## config.mk

```make
export PLATFORM = sky130hd
export DESIGN_NAME = pwm_chan_gen
export DESIGN_NICKNAME = d
export VERILOG_FILES = /design/src/rtl/pwm_chan_pkg.sv /design/src/rtl/pwm_chan_regs.sv /design/src/rtl/pwm_chan_psc.sv /design/src/rtl/pwm_chan_wave.sv /design/src/rtl/pwm_chan_gen.sv
export SDC_FILE = /design/constraint.sdc
export NUM_CORES = 1
export LEC_CHECK = 0
export CAP_MARGIN = 20
export CORE_MARGIN = 4
export CORE_UTILIZATION = 40
export DETAILED_ROUTE_END_ITERATION = 12
export GPL_ROUTABILITY_DRIVEN = 0
export GPL_TIMING_DRIVEN = 0
export HOLD_SLACK_MARGIN = 0.06
export MAX_ROUTING_LAYER = met4
export SLEW_MARGIN = 40
export SYNTH_ARGS = -nofsm -noshare
export SYNTH_HDL_FRONTEND = slang
export SYNTH_SLANG_ARGS = --single-unit
```

## constraint.sdc

```tcl
create_clock -name clk -period 4.24 [get_ports clk]
set_input_delay 0.848 -clock clk [delete_from_list [all_inputs] [get_ports clk]]
set_output_delay 0.848 -clock clk [all_outputs]
set_load 0.03 [all_outputs]
```

## src/rtl/pwm_chan_pkg.sv

```systemverilog
// Shared field positions, control type and divisor function for the PWM channel.
// Assumes 32-bit registers whose bit positions are fixed by the software view.
package pwm_chan_pkg;
    localparam int REG_W    = 32;
    localparam int FIELD_W  = 16;
    localparam int SEL_W    = 4;
    localparam int CTL_RDY  = 28;
    localparam int CTL_BYP  = 9;
    localparam int CTL_GO   = 8;
    localparam int CTL_MODE = 7;
    localparam int CTL_GATE = 6;
    localparam int CTL_ACT  = 5;
    localparam int CTL_EN   = 4;

    typedef struct packed {
        logic             bypass;
        logic             pulse_go;
        logic             pulse_mode;
        logic             gate;
        logic             act_high;
        logic             enable;
        logic [SEL_W-1:0] psel;
    } ctl_t;

    // Clocks per tick for a select code; code 0 uses the special divisor.
    function automatic int unsigned psc_divisor(logic [SEL_W-1:0] code, int unsigned div_zero);
        if (code == '0) return div_zero;
        return 32'd1 << code;
    endfunction
endpackage

```

## src/rtl/pwm_chan_regs.sv

```systemverilog
// Control word, pending and current timing words, and the busy flag.
// Assumes write strobes are already decoded; a timing write is accepted only when not busy.
module pwm_chan_regs
    import pwm_chan_pkg::*;
(
    input  logic               clk,
    input  logic               rst_n,
    input  logic               wr_ctl,
    input  logic               wr_per,
    input  logic [REG_W-1:0]   wdata,
    input  logic               run,
    input  logic               boundary,
    output ctl_t               ctl,
    output logic               rdy,
    output logic [FIELD_W-1:0] pend_tot_m1,
    output logic [FIELD_W-1:0] pend_act,
    output logic [FIELD_W-1:0] cur_tot_m1,
    output logic [FIELD_W-1:0] cur_act
);
    // Control word: bus writes, plus pulse start self-clear at a pulse-mode boundary.
    always_ff @(posedge clk) begin
        if (!rst_n) begin
            ctl <= '0;
        end else begin
            if (boundary && ctl.pulse_mode) ctl.pulse_go <= 1'b0;
            if (wr_ctl) begin
                ctl <= '{bypass:     wdata[CTL_BYP],
                         pulse_go:   wdata[CTL_GO],
                         pulse_mode: wdata[CTL_MODE],
                         gate:       wdata[CTL_GATE],
                         act_high:   wdata[CTL_ACT],
                         enable:     wdata[CTL_EN],
                         psel:       wdata[SEL_W-1:0]};
            end
        end
    end

    // Pending timing word and busy flag; transfer to current at boundary or while idle.
    always_ff @(posedge clk) begin
        if (!rst_n) begin
            rdy         <= 1'b0;
            pend_tot_m1 <= '0;
            pend_act    <= '0;
            cur_tot_m1  <= '0;
            cur_act     <= '0;
        end else if (wr_per && !rdy) begin
            rdy         <= 1'b1;
            pend_tot_m1 <= wdata[REG_W-1:FIELD_W];
            pend_act    <= wdata[FIELD_W-1:0];
        end else if (rdy && (boundary || !run)) begin
            rdy        <= 1'b0;
            cur_tot_m1 <= pend_tot_m1;
            cur_act    <= pend_act;
        end
    end
endmodule

```

## src/rtl/pwm_chan_psc.sv

```systemverilog
// Prescaler: emits a one-cycle tick every N clocks while running.
// Assumes the largest divisor minus one fits in PSC_W bits; counter rests at zero when idle.
module pwm_chan_psc
    import pwm_chan_pkg::*;
#(
    parameter int PSC_W    = 16,
    parameter int DIV_ZERO = 120
) (
    input  logic             clk,
    input  logic             rst_n,
    input  logic             run,
    input  logic             bypass,
    input  logic [SEL_W-1:0] psel,
    output logic             tick
);
    logic [PSC_W-1:0] div_m1;
    logic [PSC_W-1:0] cnt;

    // Terminal count from the selected divisor.
    always_comb div_m1 = PSC_W'(psc_divisor(psel, DIV_ZERO) - 1);

    // Tick on terminal count, or every cycle with bypass.
    always_comb tick = run && (bypass || (cnt == div_m1));

    // Clock counter inside one tick.
    always_ff @(posedge clk) begin
        if (!rst_n || !run || tick) cnt <= '0;
        else                        cnt <= cnt + 1'b1;
    end
endmodule

```

## src/rtl/pwm_chan_wave.sv

```systemverilog
// Period counter and output shaping.
// Assumes timing inputs change only at a boundary or while idle.
module pwm_chan_wave
    import pwm_chan_pkg::*;
(
    input  logic               clk,
    input  logic               rst_n,
    input  logic               run,
    input  logic               tick,
    input  logic [FIELD_W-1:0] tot_m1,
    input  logic [FIELD_W-1:0] act,
    input  logic               act_high,
    output logic               boundary,
    output logic               pwm_out
);
    logic [FIELD_W-1:0] cnt;
    logic               active;

    // Last tick of a period closes it.
    always_comb boundary = run && tick && (cnt == tot_m1);

    // Active during the first act ticks of a period.
    always_comb active = run && (cnt < act);

    // Drive the programmed level.
    always_comb pwm_out = active ? act_high : !act_high;

    // Tick counter inside one period.
    always_ff @(posedge clk) begin
        if (!rst_n || !run || boundary) cnt <= '0;
        else if (tick)                  cnt <= cnt + 1'b1;
    end
endmodule

```

## src/rtl/pwm_chan_gen.sv

```systemverilog
// Top of the single-channel PWM: bus decode, readback, run control.
// Assumes byte addressing with word offsets 0x00 and 0x04; reads are combinational.
module pwm_chan_gen
    import pwm_chan_pkg::*;
#(
    parameter int ADDR_W   = 4,
    parameter int PSC_W    = 16,
    parameter int DIV_ZERO = 120
) (
    input  logic              clk,
    input  logic              rst_n,
    input  logic              bus_valid,
    input  logic              bus_write,
    input  logic [ADDR_W-1:0] bus_addr,
    input  logic [REG_W-1:0]  bus_wdata,
    output logic [REG_W-1:0]  bus_rdata,
    output logic              pwm_out
);
    localparam int WORD_W = ADDR_W - 2;

    ctl_t               ctl;
    logic               rdy, run, tick, boundary;
    logic               sel_ctl, sel_per, wr_ctl, wr_per;
    logic [FIELD_W-1:0] pend_tot_m1, pend_act, cur_tot_m1, cur_act;
    logic [REG_W-1:0]   rd_ctl;

    // Word decode of the two registers.
    always_comb begin
        sel_ctl = (bus_addr[ADDR_W-1:2] == WORD_W'(0)) && (bus_addr[1:0] == 2'b00);
        sel_per = (bus_addr[ADDR_W-1:2] == WORD_W'(1)) && (bus_addr[1:0] == 2'b00);
        wr_ctl  = bus_valid && bus_write && sel_ctl;
        wr_per  = bus_valid && bus_write && sel_per;
    end

    // Counting allowed only when enabled, gated, and (continuous or pulse requested).
    always_comb run = ctl.enable && ctl.gate && (!ctl.pulse_mode || ctl.pulse_go);

    // Control readback assembly.
    always_comb begin
        rd_ctl              = '0;
        rd_ctl[CTL_RDY]     = rdy;
        rd_ctl[CTL_BYP]     = ctl.bypass;
        rd_ctl[CTL_GO]      = ctl.pulse_go;
        rd_ctl[CTL_MODE]    = ctl.pulse_mode;
        rd_ctl[CTL_GATE]    = ctl.gate;
        rd_ctl[CTL_ACT]     = ctl.act_high;
        rd_ctl[CTL_EN]      = ctl.enable;
        rd_ctl[SEL_W-1:0]   = ctl.psel;
    end

    // Read data multiplexer.
    always_comb begin
        if (sel_ctl)      bus_rdata = rd_ctl;
        else if (sel_per) bus_rdata = {pend_tot_m1, pend_act};
        else              bus_rdata = '0;
    end

    pwm_chan_regs u_regs (
        .clk         (clk),
        .rst_n       (rst_n),
        .wr_ctl      (wr_ctl),
        .wr_per      (wr_per),
        .wdata       (bus_wdata),
        .run         (run),
        .boundary    (boundary),
        .ctl         (ctl),
        .rdy         (rdy),
        .pend_tot_m1 (pend_tot_m1),
        .pend_act    (pend_act),
        .cur_tot_m1  (cur_tot_m1),
        .cur_act     (cur_act)
    );

    pwm_chan_psc #(.PSC_W(PSC_W), .DIV_ZERO(DIV_ZERO)) u_psc (
        .clk    (clk),
        .rst_n  (rst_n),
        .run    (run),
        .bypass (ctl.bypass),
        .psel   (ctl.psel),
        .tick   (tick)
    );

    pwm_chan_wave u_wave (
        .clk      (clk),
        .rst_n    (rst_n),
        .run      (run),
        .tick     (tick),
        .tot_m1   (cur_tot_m1),
        .act      (cur_act),
        .act_high (ctl.act_high),
        .boundary (boundary),
        .pwm_out  (pwm_out)
    );
endmodule

```

### Word level (Yosys, flattened, before mapping)

Index checks and enable logic that the tools add are counted.

* bits in registers: 107
* output and inout bits: 33
* word-level logic and storage cells: 64

* add/sub/neg operators: 3
* order comparisons: 1
* eq/ne operators: 3
* shifts and indexed selects: 1
* muxes and demuxes: 10
* bitwise operators: 1
* reductions and logical operators: 31

Operators by type and width (count)
* 32-bit two-way mux: 2
* 16-bit by 1-bit adder with 16-bit output, second input constant: 2
* 16-bit == test: 2
* 16-bit < comparator: 1
* 16-bit two-way mux: 1
* 1-bit by 4-bit left shift with 16-bit output, first input constant: 1
* 16-bit by 1-bit subtractor with 16-bit output, second input constant: 1
* 1-bit logical AND: 14
* 9-bit two-way mux: 1
* 7-bit two-way mux: 1
* 1-bit logical OR: 6
* 1-bit logical NOT: 5
* 1-bit two-way mux: 5
* 2-bit logical NOT: 2
* 4-bit logical NOT: 1
* 2-bit nonzero test: 2
* 2-bit by 1-bit == test with 1-bit output, second input constant: 1
* 2-bit AND reduction: 1
* 1-bit inverter: 1

### Depth between registers and ports, before layout

* depth after elaboration: 13
* depth in mapped cells: 15
* mapped depth without buffers: 11

### Cells and area by module

Synthesis repeated with hierarchy kept, for this count alone.

* cells, all modules: 695
* area, all modules: 5960.7 µm²

Modules (own cells, without submodules)
* pwm_chan_regs: times used 1, cells an instance 319, area an instance 2932.8 µm²
* pwm_chan_psc: times used 1, cells an instance 166, area an instance 1358.8 µm²
* pwm_chan_wave: times used 1, cells an instance 154, area an instance 1281.2 µm²
* pwm_chan_gen: times used 1, cells an instance 56, area an instance 387.9 µm²

### Worst setup path after synthesis

No wires, ideal clock.

* path kind: register to register
* start: register, netlist name u_regs.ctl[3]
* end: register u_regs.cur_act[0]
* arrival time: 2.941 ns
* slack: 1.182 ns
* stages on the path, launching flop included: 15
* buffers on the path: 4
* period minus slack after synthesis: 3.058 ns
* cells stage by stage: dfxtp_1 -> buf_2 -> nor4b_2 -> inv_1 -> ha_1 -> buf_2 -> xor2_1 -> and4_1 -> o32a_1 -> a41oi_2 -> o21ai_1 -> and3_1 -> clkbuf_1 -> buf_2 -> a22o_1

* longest elaborated chain between the ends: 12

RTL lines
* 4-bit logical NOT: RTL line pwm_chan_pkg.sv:27 `if (code == '0) return div_zero;`
* 1-bit two-way mux / 7-bit two-way mux (equally long branches): RTL line pwm_chan_pkg.sv:27
* 16-bit two-way mux (*): RTL line pwm_chan_pkg.sv:28 `return 32'd1 << code;`
* 16-bit by 1-bit subtractor with 16-bit output (*): RTL line pwm_chan_psc.sv:20 `always_comb div_m1 = PSC_W'(psc_divisor(psel, DIV_ZERO) - 1);`
* 16-bit == test (*): RTL line pwm_chan_psc.sv:23 `always_comb tick = run && (bypass || (cnt == div_m1));`
* 1-bit logical OR (*): RTL line pwm_chan_psc.sv:23
* 1-bit logical AND (*): RTL line pwm_chan_psc.sv:23
* 1-bit logical AND (*) (2 in a row): RTL line pwm_chan_wave.sv:20 `always_comb boundary = run && tick && (cnt == tot_m1);`
* 1-bit logical OR (*): RTL line pwm_chan_regs.sv:50 `end else if (rdy && (boundary || !run)) begin`
* 1-bit logical AND (*): RTL line pwm_chan_regs.sv:50
* 2-bit AND reduction (no line) (*)
* end signal, assigned: RTL line pwm_chan_regs.sv:53 `cur_act <= pend_act;`
* end, declared: RTL line pwm_chan_regs.sv:18 `output logic [FIELD_W-1:0] cur_act`

Mark *: on every way between the ends. The rest lies on a longest branch, timed or not.
A chain may end at the register's enable or synchronous reset.

### Worst setup path in the final report

* start: input port bus_addr[2]
* end: output port bus_rdata[28]

* longest elaborated chain between the ends: 4

RTL lines
* start, declared: RTL line pwm_chan_gen.sv:14 `input logic [ADDR_W-1:0] bus_addr,`
* 2-bit by 1-bit == test with 1-bit output: RTL line pwm_chan_gen.sv:30 `sel_per = (bus_addr[ADDR_W-1:2] == WORD_W'(1)) && (bus_addr[1:0] == 2'b00);`
* 1-bit logical AND: RTL line pwm_chan_gen.sv:30
* 32-bit two-way mux: RTL line pwm_chan_gen.sv:54 `else if (sel_per) bus_rdata = {pend_tot_m1, pend_act};`
* 32-bit two-way mux (*): RTL line pwm_chan_gen.sv:53 `if (sel_ctl) bus_rdata = rd_ctl;`
* end, declared: RTL line pwm_chan_gen.sv:16 `output logic [REG_W-1:0] bus_rdata,`

Marks and branches as above.

==> flow_metrics.py <==
metrics = {
    "placed_design": {
        "dpl_cell_area_mm2": 0.006201,
        "hpwlAfterDp_um": 11250,
        "portBuffers": 72,
        "dp_cells": 860,
    },
    "timing": {
        "maxSlewHeadroom": 0.5506,
        "rsz0062_at_grt": "no",
        "worst_pin_slew_ps": 671.2,
        "fin_tns_setup_ps": 0,
        "setup_viol": 0,
        "final_hold_viol_count": 0,
        "post-route-period-util": 0.9513,
        "worst_clock_skew_ps": 5.582,
        "period_minus_slack_ps": 4034,
        "slew_viol_final": 0,
        "clock.fmax_mhz": 247.9,
    },
    "yosys": {
        "ys_types": 54,
        "ys_ff_latch": 107,
        "yosysWarnings": 0,
        "syn_avg_cell_area_um2": 8.547,
        "synth_flop_cell": "dfxtp_1",
        "syn_inst": 616,
        "synth_edf_count": 0,
        "syn_area_mm2": 0.005265,
        "syn_nets": 674,
        "ys_seq_area_frac": 0.4068,
        "async_flop_share": 0,
    },
    "worst_setup_path": {
        "r2r.worst_path.cells": 13,
        "critPathMaxStageDelay_ps": 680,
        "r2r-end": "u_regs.cur_act[15]",
        "crit_fanout": 10,
        "cp_num_buf_inv": 3,
        "timing.rr.start": "u_regs.ctl[3]",
        "ff2ff_setup_slack_ps": 380,
        "path_common_cell": "clkdlybuf4s50_1",
        "end_kind": "output pin",
        "critPathLaunchType": "input pin",
        "critPathKind": "in2out",
        "cp_top_family": "buffers and inverters",
        "arrival_ps": 3190,
        "crit_slowest_cell": "clkdlybuf4s50_1",
        "crit_required_ps": 3390,
        "path_cells": "clkdlybuf4s50_1, nor4_1, clkbuf_2, a22o_1, clkdlybuf4s50_1",
    },
    "clock_network": {
        "root_buffer": "clkbuf_16",
        "cts_buffer_depth": 2,
        "numClockSinks": 107,
        "clock_latency_ps": 350,
        "htreeDepth": 3,
        "clkTransAtPathRegs_ps": 70,
        "cts_tree": "yes",
        "cts_buffers": 9,
    },
    "flow_run": {
        "cap_violations": 0,
    },
    "die": {
        "num_rows": 41,
        "initial_core_util": 0.4122,
        "dieHeight_um": 122.7,
        "io_pins": 73,
        "fp.coreArea_mm2": 0.01277,
        "die_area_mm2": 0.01506,
        "die_w_um": 122.7,
    },
    "pwr": {
        "clockPowerShare": 0.412,
        "powerDensity_mw_per_mm2": 288.8,
        "p_sw_mw": 0.3924,
        "internal_power_mw": 1.477,
        "ir_drop_mv": 0.2181,
        "p_leak_nw": 2.383,
        "power_frac_comb": 0.047,
        "seq_power_share": 0.541,
        "switching_share": 0.2099,
    },
    "route": {
        "wl_um": 14410,
        "via_per_inst": 5.292,
        "dr_total_vias": 4625,
        "antenna_left": 0,
        "drt-initial-drc-count": 343,
        "firstDrtPassIters": 5,
        "route.detailed.drc": 0,
        "avgRoutedWirePerCell_um": 16.49,
    },
    "layout": {
        "syn2layout_area_growth_pct": 22.93,
        "fin_util": 0.5067,
        "fin_cells": 874,
        "drive_above_1_share": 0.04416,
        "fillCellCount": 1246,
        "fin_nets": 757,
        "antennaDiodeCount": 0,
        "postLayoutCellArea_mm2": 0.006472,
    },
    "global_routing": {
        "grt_max_degree": 16,
        "grt_usage": 0.2061,
        "antenna_found_initial": 0,
        "grt_pass1_vias": 4498,
        "grt.overflow.total": 0,
        "grt_pass1_wl_um": 23520,
    },
    "min_path": {
        "worstHoldStart": "u_regs.cur_act[10]",
        "whs_endpoint": "u_regs.cur_act[10]",
        "hold_path_class": "reg2reg",
        "whs_path_depth": 1,
    },
    "run_status": {
        "outcome": "finished, final reports clean",
    },
}
-- Yosys cell counts, drive strengths merged, types with 2 or more instances --
| library cell | count | area, um2 |
|---|---|---|
| a21o | 3 | 22.52 |
| nand2b | 3 | 18.77 |
| nand2 | 98 | 367.9 |
| a22oi | 2 | 20.02 |
| nor3 | 7 | 35.03 |
| o211ai | 2 | 15.01 |
| xor2 | 28 | 245.2 |
| and2 | 4 | 25.03 |
| inv | 26 | 97.59 |
| and4 | 3 | 26.28 |
| a211oi | 2 | 15.01 |
| o41ai | 2 | 17.52 |
| ha | 18 | 225.2 |
| o21ai | 11 | 55.05 |
| or2 | 2 | 12.51 |
| nor2 | 43 | 161.4 |
| and3 | 30 | 187.7 |
| o32ai | 2 | 17.52 |
| nand3 | 15 | 75.07 |
| nand4 | 12 | 75.07 |
| a21boi | 43 | 322.8 |
| dfxtp | 107 | 2142 |
| clkbuf | 32 | 120.1 |
| buf | 10 | 61.30 |
| or3 | 2 | 12.51 |
| nor4 | 15 | 100.1 |
| a22o | 43 | 376.6 |
| a21oi | 10 | 50.05 |
| xnor2 | 23 | 201.4 |
-- per-layer routing --
layer  GRT usage  wire (um)  part of all wire
met1      0.2911       7137              0.50
met2      0.3027       6205              0.43
met3     0.03456        828             0.057
met4     0.06158        238             0.017
met5           -          0                 0
-- power groups by stage --
| stage | sequential [mW] | clock [mW] | combinational [mW] |
|---|---|---|---|
| final | 1.01 | 0.771 | 0.0880 |
| after global routing | 1.01 | 0.828 | 0.0952 |
| after CTS | 1.01 | 0.790 | 0.0879 |
| after detailed placement | 1.03 | 0 | 0.0873 |
| after global placement | 1.03 | 0 | 0.0868 |
| after floorplan | 1.03 | 0 | 0.0322 |
-- sequential cells by signal, summed over array words and instances, names as in the netlist --
signal / flops
u_psc.cnt: 16
u_regs.cur_act: 16
u_regs.cur_tot_m1: 16
u_regs.pend_act: 16
u_regs.pend_tot_m1: 16
u_wave.cnt: 16
u_regs.ctl: 10
u_regs.rdy: 1
-- stage by stage --
| step | power (mW) | worst slack [ps] | hold WS [ps] |
|---|---|---|---|
| after floorplan | 1.064 | 1182 | 440.8 |
| after global placement | 1.120 | 57.13 | 464.8 |
| after detailed placement | 1.121 | 25.62 | 462.5 |
| after CTS | 1.888 | 9.501 | 480.6 |
| after global routing | 1.933 | 71.69 | 499.7 |
| final | 1.869 | 206.4 | 474.2 |
-- repair_timing --
action                                  CTS  global route
hold buffers                              0             0
setup buffers                             0             0
gates resized for setup                   0             4
endpoints found under the setup margin    0            10
-- final cells by class --
| class | count | area [um2] | area share |
|---|---|---|---|
| Clock buffer | 12 | 256.5 | 0.03963 |
| Timing Repair Buffer | 72 | 720.7 | 0.1113 |
| Multi-Input combinational cell | 441 | 2844 | 0.4394 |
| Clock inverter | 2 | 12.51 | 0.001933 |
| Inverter | 26 | 97.59 | 0.01508 |
| Sequential cell | 107 | 2142 | 0.3309 |
| Buffer | 42 | 183.9 | 0.02842 |
| Tap cell | 172 | 215.2 | 0.03325 |
-- placed cells by master, fill, tap and decap left out, types with 9 or more instances in the layout --
master           netlist  final
xor2_1                28     28
nand4_1               12     12
a22o_1                43     43
nand2_1               98     98
a21boi_0              41     41
o21ai_0                9      9
xnor2_1               23     23
and3_1                30     30
clkdlybuf4s50_1        0     72
a21oi_1               10     10
nor2_1                43     43
clkbuf_16              0      9
inv_1                 26     26
nand3_1               15     15
ha_1                  18     18
clkbuf_1              32     31
nor4_1                14     14
dfxtp_1              107    107
-- worst max-delay path by stage --
stage                                   end          start  slack [ps]  cells past startpoint
after floorplan           u_regs.cur_act[0]  u_regs.ctl[3]        1180                     14
after global placement        bus_rdata[28]    bus_addr[3]          60                      6
after detailed placement      bus_rdata[28]    bus_addr[3]          30                      6
after CTS                     bus_rdata[28]    bus_addr[3]          10                      6
after global routing      u_regs.cur_act[4]  u_regs.ctl[3]          70                     13
final                         bus_rdata[28]    bus_addr[2]         210                      5
-- cells by family (layout without fill, tap and decap cells) --
kind of cell    after synthesis  in the layout  synth area share
simple gates                239            239            0.2172
compound gates              131            131            0.1927
flops                       107            107            0.4068
buf+inv                      68            154           0.05299
xor+xnor                     51             51           0.08484
fa+ha+maj                    18             18           0.04278
other cells                   1              1         0.0007122
mux                           1              1          0.001901
Note: power is estimated with default switching activity, not from simulation.
